$ cat src/rtl/lsm_pkg.sv
package lsm_pkg;
  typedef enum logic [1:0] {
    ST_IDLE = 2'd0,
    ST_RUN  = 2'd1,
    ST_TAIL = 2'd2
  } seq_state_e;
endpackage

$ cat src/rtl/lsm_first_set.sv
module lsm_first_set #(
  parameter int N = 16,
  localparam int IW = $clog2(N)
) (
  input  logic [N-1:0]  vec_i,
  output logic [N-1:0]  onehot_o,
  output logic [IW-1:0] idx_o
);
  logic [N:0] seen;
  assign seen[0] = 1'b0;

  for (genvar g = 0; g < N; g++) begin : g_chain
    assign onehot_o[g] = vec_i[g] & ~seen[g];
    assign seen[g+1]   = seen[g] | vec_i[g];
  end

  always_comb begin
    idx_o = '0;
    for (int i = 0; i < N; i++) begin
      if (onehot_o[i]) idx_o = idx_o | IW'(i);
    end
  end
endmodule

$ cat src/rtl/lsm_span_calc.sv
module lsm_span_calc #(
  parameter int AW    = 32,
  parameter int NREG  = 16,
  parameter int BYTES = 4,
  localparam int LOW_W = $clog2(BYTES),
  localparam int PC_W  = $clog2(NREG + 1)
) (
  input  logic [AW-1:0]   base_i,
  input  logic [NREG-1:0] mask_i,
  input  logic            dec_i,
  input  logic            pre_i,
  output logic [AW-1:0]   first_addr_o,
  output logic [AW-1:0]   final_addr_o
);
  logic [PC_W-1:0] pc;
  logic [AW-1:0]   span;
  logic [AW-1:0]   start;
  logic [AW-1:0]   fin;

  always_comb begin
    pc = '0;
    for (int i = 0; i < NREG; i++) pc = pc + PC_W'(mask_i[i]);
  end

  assign span = AW'(pc) << LOW_W;

  always_comb begin
    if (dec_i) start = base_i - span + AW'(BYTES);
    else       start = base_i;
    if (pre_i) start = dec_i ? start - AW'(BYTES) : start + AW'(BYTES);
    fin = dec_i ? base_i - span : base_i + span;
  end

  assign first_addr_o = {start[AW-1:LOW_W], {LOW_W{1'b0}}};
  assign final_addr_o = {fin[AW-1:LOW_W], start[LOW_W-1:0]};
endmodule

$ cat src/rtl/lsm_seq.sv
module lsm_seq #(
  parameter int AW    = 32,
  parameter int NREG  = 16,
  parameter int BYTES = 4,
  parameter int DW    = 32,
  localparam int IW   = $clog2(NREG),
  localparam int CW   = $clog2(NREG + 2)
) (
  input  logic            clk,
  input  logic            rst,
  input  logic            start_i,
  input  logic [AW-1:0]   base_i,
  input  logic [NREG-1:0] mask_i,
  input  logic            dec_i,
  input  logic            pre_i,
  input  logic            load_i,
  input  logic            hit_i,
  output logic            busy_o,
  output logic            done_o,
  output logic [AW-1:0]   final_addr_o,
  output logic [CW-1:0]   cost_o,
  output logic            xfer_valid_o,
  input  logic            xfer_ready_i,
  output logic [AW-1:0]   xfer_addr_o,
  output logic [IW-1:0]   xfer_reg_o,
  output logic            xfer_we_o,
  input  logic [DW-1:0]   mem_rdata_i,
  output logic [DW-1:0]   reg_wdata_o
);
  import lsm_pkg::*;

  seq_state_e      state_q;
  logic [AW-1:0]   addr_q;
  logic [AW-1:0]   fin_q;
  logic [NREG-1:0] rem_q;
  logic            load_q;
  logic            hit_q;
  logic            done_q;
  logic [CW-1:0]   cnt_q;
  logic [CW-1:0]   cost_q;

  logic [AW-1:0]   first_addr;
  logic [AW-1:0]   fin_addr;
  logic [NREG-1:0] low_oh;
  logic [IW-1:0]   low_idx;
  logic [NREG-1:0] rem_next;

  lsm_span_calc #(.AW(AW), .NREG(NREG), .BYTES(BYTES)) u_span (
    .base_i       (base_i),
    .mask_i       (mask_i),
    .dec_i        (dec_i),
    .pre_i        (pre_i),
    .first_addr_o (first_addr),
    .final_addr_o (fin_addr)
  );

  lsm_first_set #(.N(NREG)) u_first (
    .vec_i    (rem_q),
    .onehot_o (low_oh),
    .idx_o    (low_idx)
  );

  assign rem_next = rem_q & ~low_oh;

  always_ff @(posedge clk) begin
    if (rst) begin
      state_q <= ST_IDLE;
      addr_q  <= '0;
      fin_q   <= '0;
      rem_q   <= '0;
      load_q  <= 1'b0;
      hit_q   <= 1'b0;
      done_q  <= 1'b0;
      cnt_q   <= '0;
      cost_q  <= '0;
    end else begin
      done_q <= 1'b0;
      unique case (state_q)
        ST_IDLE: begin
          if (start_i) begin
            addr_q <= first_addr;
            fin_q  <= fin_addr;
            rem_q  <= mask_i;
            load_q <= load_i;
            hit_q  <= hit_i;
            cnt_q  <= '0;
            if (mask_i == '0) begin
              done_q <= 1'b1;
              cost_q <= CW'(load_i);
            end else begin
              state_q <= ST_RUN;
            end
          end
        end
        ST_RUN: begin
          if (xfer_ready_i) begin
            rem_q  <= rem_next;
            addr_q <= addr_q + AW'(BYTES);
            cnt_q  <= cnt_q + 1'b1;
            if (rem_next == '0) begin
              if (load_q) begin
                state_q <= ST_TAIL;
              end else begin
                state_q <= ST_IDLE;
                done_q  <= 1'b1;
                cost_q  <= cnt_q + 1'b1;
              end
            end
          end
        end
        ST_TAIL: begin
          state_q <= ST_IDLE;
          done_q  <= 1'b1;
          cost_q  <= cnt_q + 1'b1;
        end
        default: state_q <= ST_IDLE;
      endcase
    end
  end

  assign busy_o       = (state_q != ST_IDLE);
  assign done_o       = done_q;
  assign final_addr_o = fin_q;
  assign cost_o       = cost_q;
  assign xfer_valid_o = (state_q == ST_RUN);
  assign xfer_addr_o  = addr_q;
  assign xfer_reg_o   = low_idx;
  assign xfer_we_o    = (state_q == ST_RUN) && !load_q && hit_q;
  assign reg_wdata_o  = (load_q && hit_q && state_q == ST_RUN) ? mem_rdata_i : '0;
endmodule

$ cat config.mk
export PLATFORM = sky130hd
export DESIGN_NAME = lsm_seq
export DESIGN_NICKNAME = d
export VERILOG_FILES = /design/src/rtl/lsm_pkg.sv /design/src/rtl/lsm_first_set.sv /design/src/rtl/lsm_span_calc.sv /design/src/rtl/lsm_seq.sv
export SDC_FILE = /design/constraint.sdc
export NUM_CORES = 1
export LEC_CHECK = 0
export CORE_UTILIZATION = 54
export CTS_BUF_LIST = sky130_fd_sc_hd__clkbuf_8 sky130_fd_sc_hd__clkbuf_16
export CTS_CLUSTER_SIZE = 8
export DETAILED_ROUTE_END_ITERATION = 10
export PLACE_DENSITY_LB_ADDON = 0.05
export SLEW_MARGIN = 25
export SYNTH_ARGS = -nofsm -noshare
export SYNTH_HDL_FRONTEND = slang
export SYNTH_SLANG_ARGS = --single-unit
$ cat constraint.sdc
create_clock -name clk -period 13.65 [get_ports clk]
set_input_delay 2.73 -clock clk [delete_from_list [all_inputs] [get_ports clk]]
set_output_delay 2.73 -clock clk [all_outputs]
set_load 0.005 [all_outputs]
Word level (Yosys, flattened, before mapping)

Cells that the tools add are included.

Word-level logic and storage cells: 147
Register bits after elaboration: 95
Output and inout bits: 109

Equal/unequal tests: 8
Mux-type cells: 47
Reduce and logical (&&, ||, !) cells: 15
Bitwise operators: 46
Add/sub/neg operators: 22

Operators with widths:

| operator                                            | count |
|---|---|
| 2-to-1 mux 32 bit                                   | 7 |
| adder 32 x 3 -> 32 bit (second input constant)      | 3 |
| adder 5 x 1 -> 5 bit                                | 14 |
| one-hot mux 32 bit (2 select lines)                 | 1 |
| 2-to-1 mux 5 bit                                    | 7 |
| adder 32 x 7 -> 32 bit                              | 1 |
| logical NOT 16 bit                                  | 2 |
| 2-to-1 mux 16 bit                                   | 2 |
| 2-to-1 mux 4 bit                                    | 8 |
| one-hot mux 16 bit (2 select lines)                 | 1 |
| subtractor 32 x 3 -> 32 bit (second input constant) | 1 |
| subtractor 32 x 7 -> 32 bit                         | 1 |
| bitwise AND 16 bit                                  | 1 |
| NOT 16 bit                                          | 1 |
| bitwise AND 1 bit                                   | 15 |
| NOT 1 bit                                           | 15 |
| one-hot mux 5 bit (3 select lines)                  | 1 |
| 2-to-1 mux 2 bit                                    | 7 |
| bitwise OR 1 bit                                    | 14 |
| 2-to-1 mux 3 bit                                    | 4 |
| one-hot mux 5 bit (2 select lines)                  | 1 |
| inequality test 2 bit (second input constant)       | 4 |
| 2-to-1 mux 1 bit                                    | 6 |
| AND reduction 6 bit                                 | 1 |
| 15 further kinds                                    | 20 |

Longest topological paths before layout

Depth in word-level cells: 23
Depth in mapped cells: 40
Gate-level depth less buffers: 39

Hierarchy

From an unflattened synthesis, not the netlist that was laid out.

Cells, all modules: 1384
Area, all modules: 10067.2 um^2

Modules (own cells, without submodules):

| module        | area each (um^2) | cells each | instances | seq. area each (um^2) |
|---|---|---|---|---|
| lsm_seq       | 4872.2           | 637        | 1         | 1901.8 |
| lsm_span_calc | 4862.2           | 696        | 1         | 0.0 |
| lsm_first_set | 332.8            | 51         | 1         | 0.0 |

Least setup slack after synthesis

No wires, ideal clock.

Path type: input-to-reg
From: input port mask_i[0]
To: register addr_q[29] (netlist: xfer_addr_o[29])
Stages: 33
Slack: 3.078 ns
Path buffers: 0
Data required time: 13.571 ns
Arrival: 10.492 ns
Library setup time: 0.079 ns
Cell sequence: inv_1 > ha_1 > inv_1 > fa_1 > fa_1 > fa_1 > fa_1 > fa_1 > fa_1 > xnor2_1 > inv_1 > ha_1 > nor2b_1 > o21ai_4 > nand3_2 > a2111o_1 > a21oi_2 > nand3_1 > mux2_1 > nor3_1 > xor2_1 > ha_1 > a21o_1 > a21o_1 > a21oi_1 > o21ai_0 > a211o_1 > nor3_1 > o21bai_1 > or2_2 > xnor2_1 > mux2i_1 > a211oi_2

Cells in the longest elaborated chain, start to end: 23
Elaborated cells on any way between the ends: 24

Ends and longest elaborated chain:

| what                                                                         | RTL line            | text |
|---|---|---|
| start, declared                                                              | lsm_seq.sv:13       | `input logic [NREG-1:0] mask_i,` |
| adder 1 x 1 -> 2 bit *                                                       | lsm_span_calc.sv:22 | `for (int i = 0; i < NREG; i++) pc = pc + PC_W'(mask_i[i]);` |
| adder 5 x 1 -> 5 bit * (14 in series)                                        | lsm_span_calc.sv:22 |  |
| subtractor 32 x 7 -> 32 bit *                                                | lsm_span_calc.sv:28 | `if (dec_i) start = base_i - span + AW'(BYTES);` |
| adder 32 x 3 -> 32 bit *                                                     | lsm_span_calc.sv:28 |  |
| 2-to-1 mux 32 bit *                                                          | lsm_span_calc.sv:28 |  |
| adder 32 x 3 -> 32 bit / subtractor 32 x 3 -> 32 bit (equally long branches) | lsm_span_calc.sv:30 | `if (pre_i) start = dec_i ? start - AW'(BYTES) : start + AW'(BYTES);` |
| 2-to-1 mux 32 bit                                                            | lsm_span_calc.sv:30 |  |
| 2-to-1 mux 32 bit *                                                          | lsm_span_calc.sv:30 |  |
| 2-to-1 mux 32 bit *                                                          | lsm_seq.sv:80       | `if (start_i) begin` |
| one-hot mux 32 bit (2 select lines) *                                        | lsm_seq.sv:78       | `unique case (state_q)` |
| end signal, assigned                                                         | lsm_seq.sv:81       | `addr_q <= first_addr;` |
| end signal, assigned                                                         | lsm_seq.sv:98       | `addr_q <= addr_q + AW'(BYTES);` |
| end, declared                                                                | lsm_seq.sv:33       | `logic [AW-1:0] addr_q;` |

Every way passes the cells marked *; elsewhere a longest branch is shown, timed or not. The select of a mux whose other input is x is not followed.
A chain may end at the register's enable or synchronous reset.

Worst setup path after layout

Ends and elaborated chain as after synthesis.

==> results.txt <==
xor/xnor share of the synthesized area: 0.0910
Pleak: 4.41 nW
critical path launch point type: primary input
Post-Synth Simple-Gate Area: 0.282
share of post-route cells with drive strength above 1: 0.0445
HP Start: final_addr_o[27]$_SDFFE_PP0P_
row count: 48
count of cell types in the netlist: 90
run status: completed
Met1 Routed Length: 13900 um
Die X: 136 um
Post-CTS Resized: 0
placed inst area: 11700 um2
synthesized area: 9720 um2
core area: 17400 um2
Worst-path clk slew: 70 ps
total gr overflow: 0
RR Startpoint: rem_q[0]$_SDFFE_PP0P_
Setup Skew: 9.04 ps
Hold EP: final_addr_o[27]$_SDFFE_PP0P_
setup TNS: 0 ps
RSZ-0062 raised after global routing: false
Syn Area/Cell: 7.09 um2
GPL Wtd Cong: 1.00
CP Capture Type: flop
largest family of logic cells by synthesized area: simple AND/OR/NAND/NOR gates
Seq/Total Area, Yosys: 0.192
worst slew pin tran: 970 ps
Root Driver: clkbuf_16
Initial Utilization: 0.558
n_diodes: 0
Hold Path Cell Cnt: 2
CTS tree: built
synthesized flop and latch total: 93
reg-to-reg slack, setup: 9890 ps
Hold Path Class: flop to flop
Ys Warns: 0
compound-gate portion of the synthesized area: 0.259
Max Clk Rate: 85.3 MHz
DRT iter0 DRCs: 766
Met3 Wirelength: 2060 um
Worst VDD drop: 0.119 mV
adder-cell share of the synthesized area: 0.0955
Setup CP Type: primary input to flop
Slew HR: 0.352
Mapped Cells: 1370
vias in the first global route: 10004
TritonCTS buffer count: 9
remaining antenna violation count: 0
clock sink total: 93
Critical Path Most Common Cell: fa_1
cts-stage hold buffer count: 0
top routing layer used: met4
worst-skew pair later-pin latency: 360 ps
antenna violations before repair: 0
mux share of post-synthesis cell area: 0.0228
logic gate share of total power: 0.648
P&R area growth vs syn: 23.1%
Pint: 0.960 mW
Setup Fix Bufs, Post-CTS: 0
number of flops mapped to enable cells by yosys: 0
DRT Wirelength: 32300 um
Async S/R FF share, synth: 0
met2 WL: 15500 um
Residual DRC: 0
Max-Cap Viols: 0
nets@finish: 1654
largest net degree at the start of global routing: 70
CTS Buffer Depth: 2
Worst Reg2Reg Path Length in Cells: 11
Critical Path Fanout Max: 15
Tmin final: 11730 ps
share of power burned in registers: 0.205
first-pass GRT wire length: 51000 um
IO Port Bufs: 194
Total GRT Usage: 0.349
Avg WL per Cell: 18.7 um
fin area: 12000 um2
Detailed Routing Iterations Pass 1: 6
RR Endpoint: cost_o[0]$_SDFFE_PP0P_
max incr delay on CP: 800 ps
CP arrival: 12010 ps
I/O pin total: 197
period utilisation layout: 0.859
detailed-route via count: 10646
Psw: 0.835 mW
Sw Share: 0.465
Post-DP HPWL: 24500 um
top_reg_cell synth: dfxtp_1
DIE HEIGHT: 136 um
pwr/cell area: 150 nW/um2
DR vias/cell: 6.15
FILL cells: 1607
H-tree levels: 3
Slew Viols, Final: 0
Max stage delay cell, worst path: o311ai_2
final setup vio count: 0
die area: 18500 um2
clock power share: 0.147
Final Hold Violating Endpoints: 0
required time worst endpoint: 13930 ps
[cells in the mapped netlist, drive strengths merged, types with 5 or more instances]
cell type | count | share of area
and4 | 6 | 0.0054
xnor2 | 74 | 0.067
o21ai | 80 | 0.043
o31ai | 5 | 0.0039
o22ai | 8 | 0.0051
nor4 | 24 | 0.019
fa | 13 | 0.027
clkbuf | 63 | 0.024
a31oi | 21 | 0.014
xor2 | 27 | 0.024
or3 | 10 | 0.0070
a2111oi | 5 | 0.0071
nand2b | 10 | 0.0064
a221oi | 9 | 0.0081
mux2 | 9 | 0.010
nor2 | 131 | 0.051
nand4 | 20 | 0.013
nor2b | 9 | 0.0058
a21oi | 139 | 0.072
nand2 | 166 | 0.065
and2 | 43 | 0.028
o21bai | 9 | 0.0070
nor3 | 51 | 0.027
buf | 22 | 0.012
a211oi | 19 | 0.016
a22oi | 13 | 0.010
mux2i | 12 | 0.012
nor3b | 7 | 0.0054
a21o | 13 | 0.010
o21a | 9 | 0.0070
or4 | 6 | 0.0046
ha | 51 | 0.066
or2 | 6 | 0.0039
and3 | 14 | 0.0090
inv | 53 | 0.020
nand3 | 43 | 0.024
o211ai | 18 | 0.014
dfxtp | 93 | 0.19
[placed cells by master (no fill, tap or decap), types with 6 or more instances in the layout]
cell type	n
a211oi_1	17
a21o_1	13
a21oi_1	138
a221oi_1	9
a22oi_1	13
a31oi_1	21
and2_1	42
and3_1	14
and4_1	6
buf_4	11
clkbuf_16	9
clkdlybuf4s50_1	192
dfxtp_1	93
fa_1	13
ha_1	50
inv_1	54
mux2_2	6
mux2i_1	12
nand2_1	165
nand2b_1	10
nand3_1	40
nand4_1	20
nor2_1	128
nor2b_1	9
nor3_1	49
nor3b_1	7
nor4_1	21
o211ai_1	18
o21a_1	9
o21ai_0	76
o21bai_1	9
o22ai_1	8
or3_1	9
or4_1	6
xnor2_1	74
xor2_1	27
[through the flow]
stage	hold slack (ps)	setup slack, ps	instances	power [mW]	util
detailed placement	445	1670	1716	1.52	0.670
finish	450	1920	1732	1.79	0.687
floorplan	445	3080	1371	1.19	-
global placement	441	1820	1716	1.50	0.670
CTS	452	2010	1732	1.79	0.687
global route	469	1200	1732	1.94	0.687
[worst max-delay path: cells and delay by family]
family | cells | cell delay [ps]
adders and majority gates | 9 | 3730
AOI/OAI and AO/OA | 9 | 2700
and+or+nand+nor | 6 | 1320
xor gates and xnor gates | 4 | 800
buffers and inverters | 3 | 620
muxes | 1 | 90
[worst max-delay path by stage]
stage / from / end / slack, ps / depth (start not counted)
2_1_floorplan: mask_i[0] / xfer_addr_o[29]$_SDFFE_PP0P_ / 3080 / 33
3_3_place_gp: mask_i[0] / xfer_addr_o[29]$_SDFFE_PP0P_ / 1820 / 33
3_5_place_dp: mask_i[0] / xfer_addr_o[29]$_SDFFE_PP0P_ / 1670 / 32
4_1_cts: mask_i[0] / xfer_addr_o[29]$_SDFFE_PP0P_ / 2010 / 32
5_1_grt: mask_i[1] / xfer_addr_o[30]$_SDFFE_PP0P_ / 1200 / 34
6_report: mask_i[0] / xfer_addr_o[29]$_SDFFE_PP0P_ / 1920 / 32
[routing by layer]
layer	vias up	global-route usage
li1	5193	-
met1	4973	0.458
met2	410	0.583
met3	70	0.0466
met4	0	0.122
met5	-	0
[flip-flops by register name, indices dropped and copies added, names as in the netlist]
name	cells
final_addr_o	32
xfer_addr_o	30
rem_q	16
cnt_q	5
cost_o	5
state_q	2
done_o	1
hit_q	1
load_q	1
[logic make-up (layout without fill, tap and decap cells)]
| logic type | Yosys count | in the layout |
|---|---|---|
| and+or+nand+nor | 555 | 555 |
| AOI/OAI and AO/OA | 393 | 393 |
| buffers and inverters | 139 | 275 |
| xor gates and xnor gates | 101 | 101 |
| DFF | 93 | 93 |
| adders and majority gates | 67 | 67 |
| muxes | 21 | 21 |
| other | 1 | 2 |
[power by group through the flow]
| stage | Clock (mW) | Sequential, mW | Combinational, mW |
|---|---|---|---|
| detailed placement | 0 | 0.373 | 1.14 |
| global placement | 0 | 0.372 | 1.13 |
| finish | 0.263 | 0.368 | 1.16 |
| floorplan | 0 | 0.361 | 0.828 |
| CTS | 0.266 | 0.367 | 1.15 |
| global route | 0.275 | 0.376 | 1.29 |
[final cells by class]
| type | count | area, um2 | share of cell area |
|---|---|---|---|
| multi-input combinational | 1139 | 7310 | 0.611 |
| inverter | 54 | 203 | 0.0169 |
| clock buffer | 9 | 225 | 0.0188 |
| tap | 225 | 282 | 0.0235 |
| clock inverter | 7 | 73.8 | 0.00617 |
| sequential | 93 | 1860 | 0.156 |
| timing repair buffer | 205 | 2010 | 0.168 |
(Power assumes the default switching activity.)
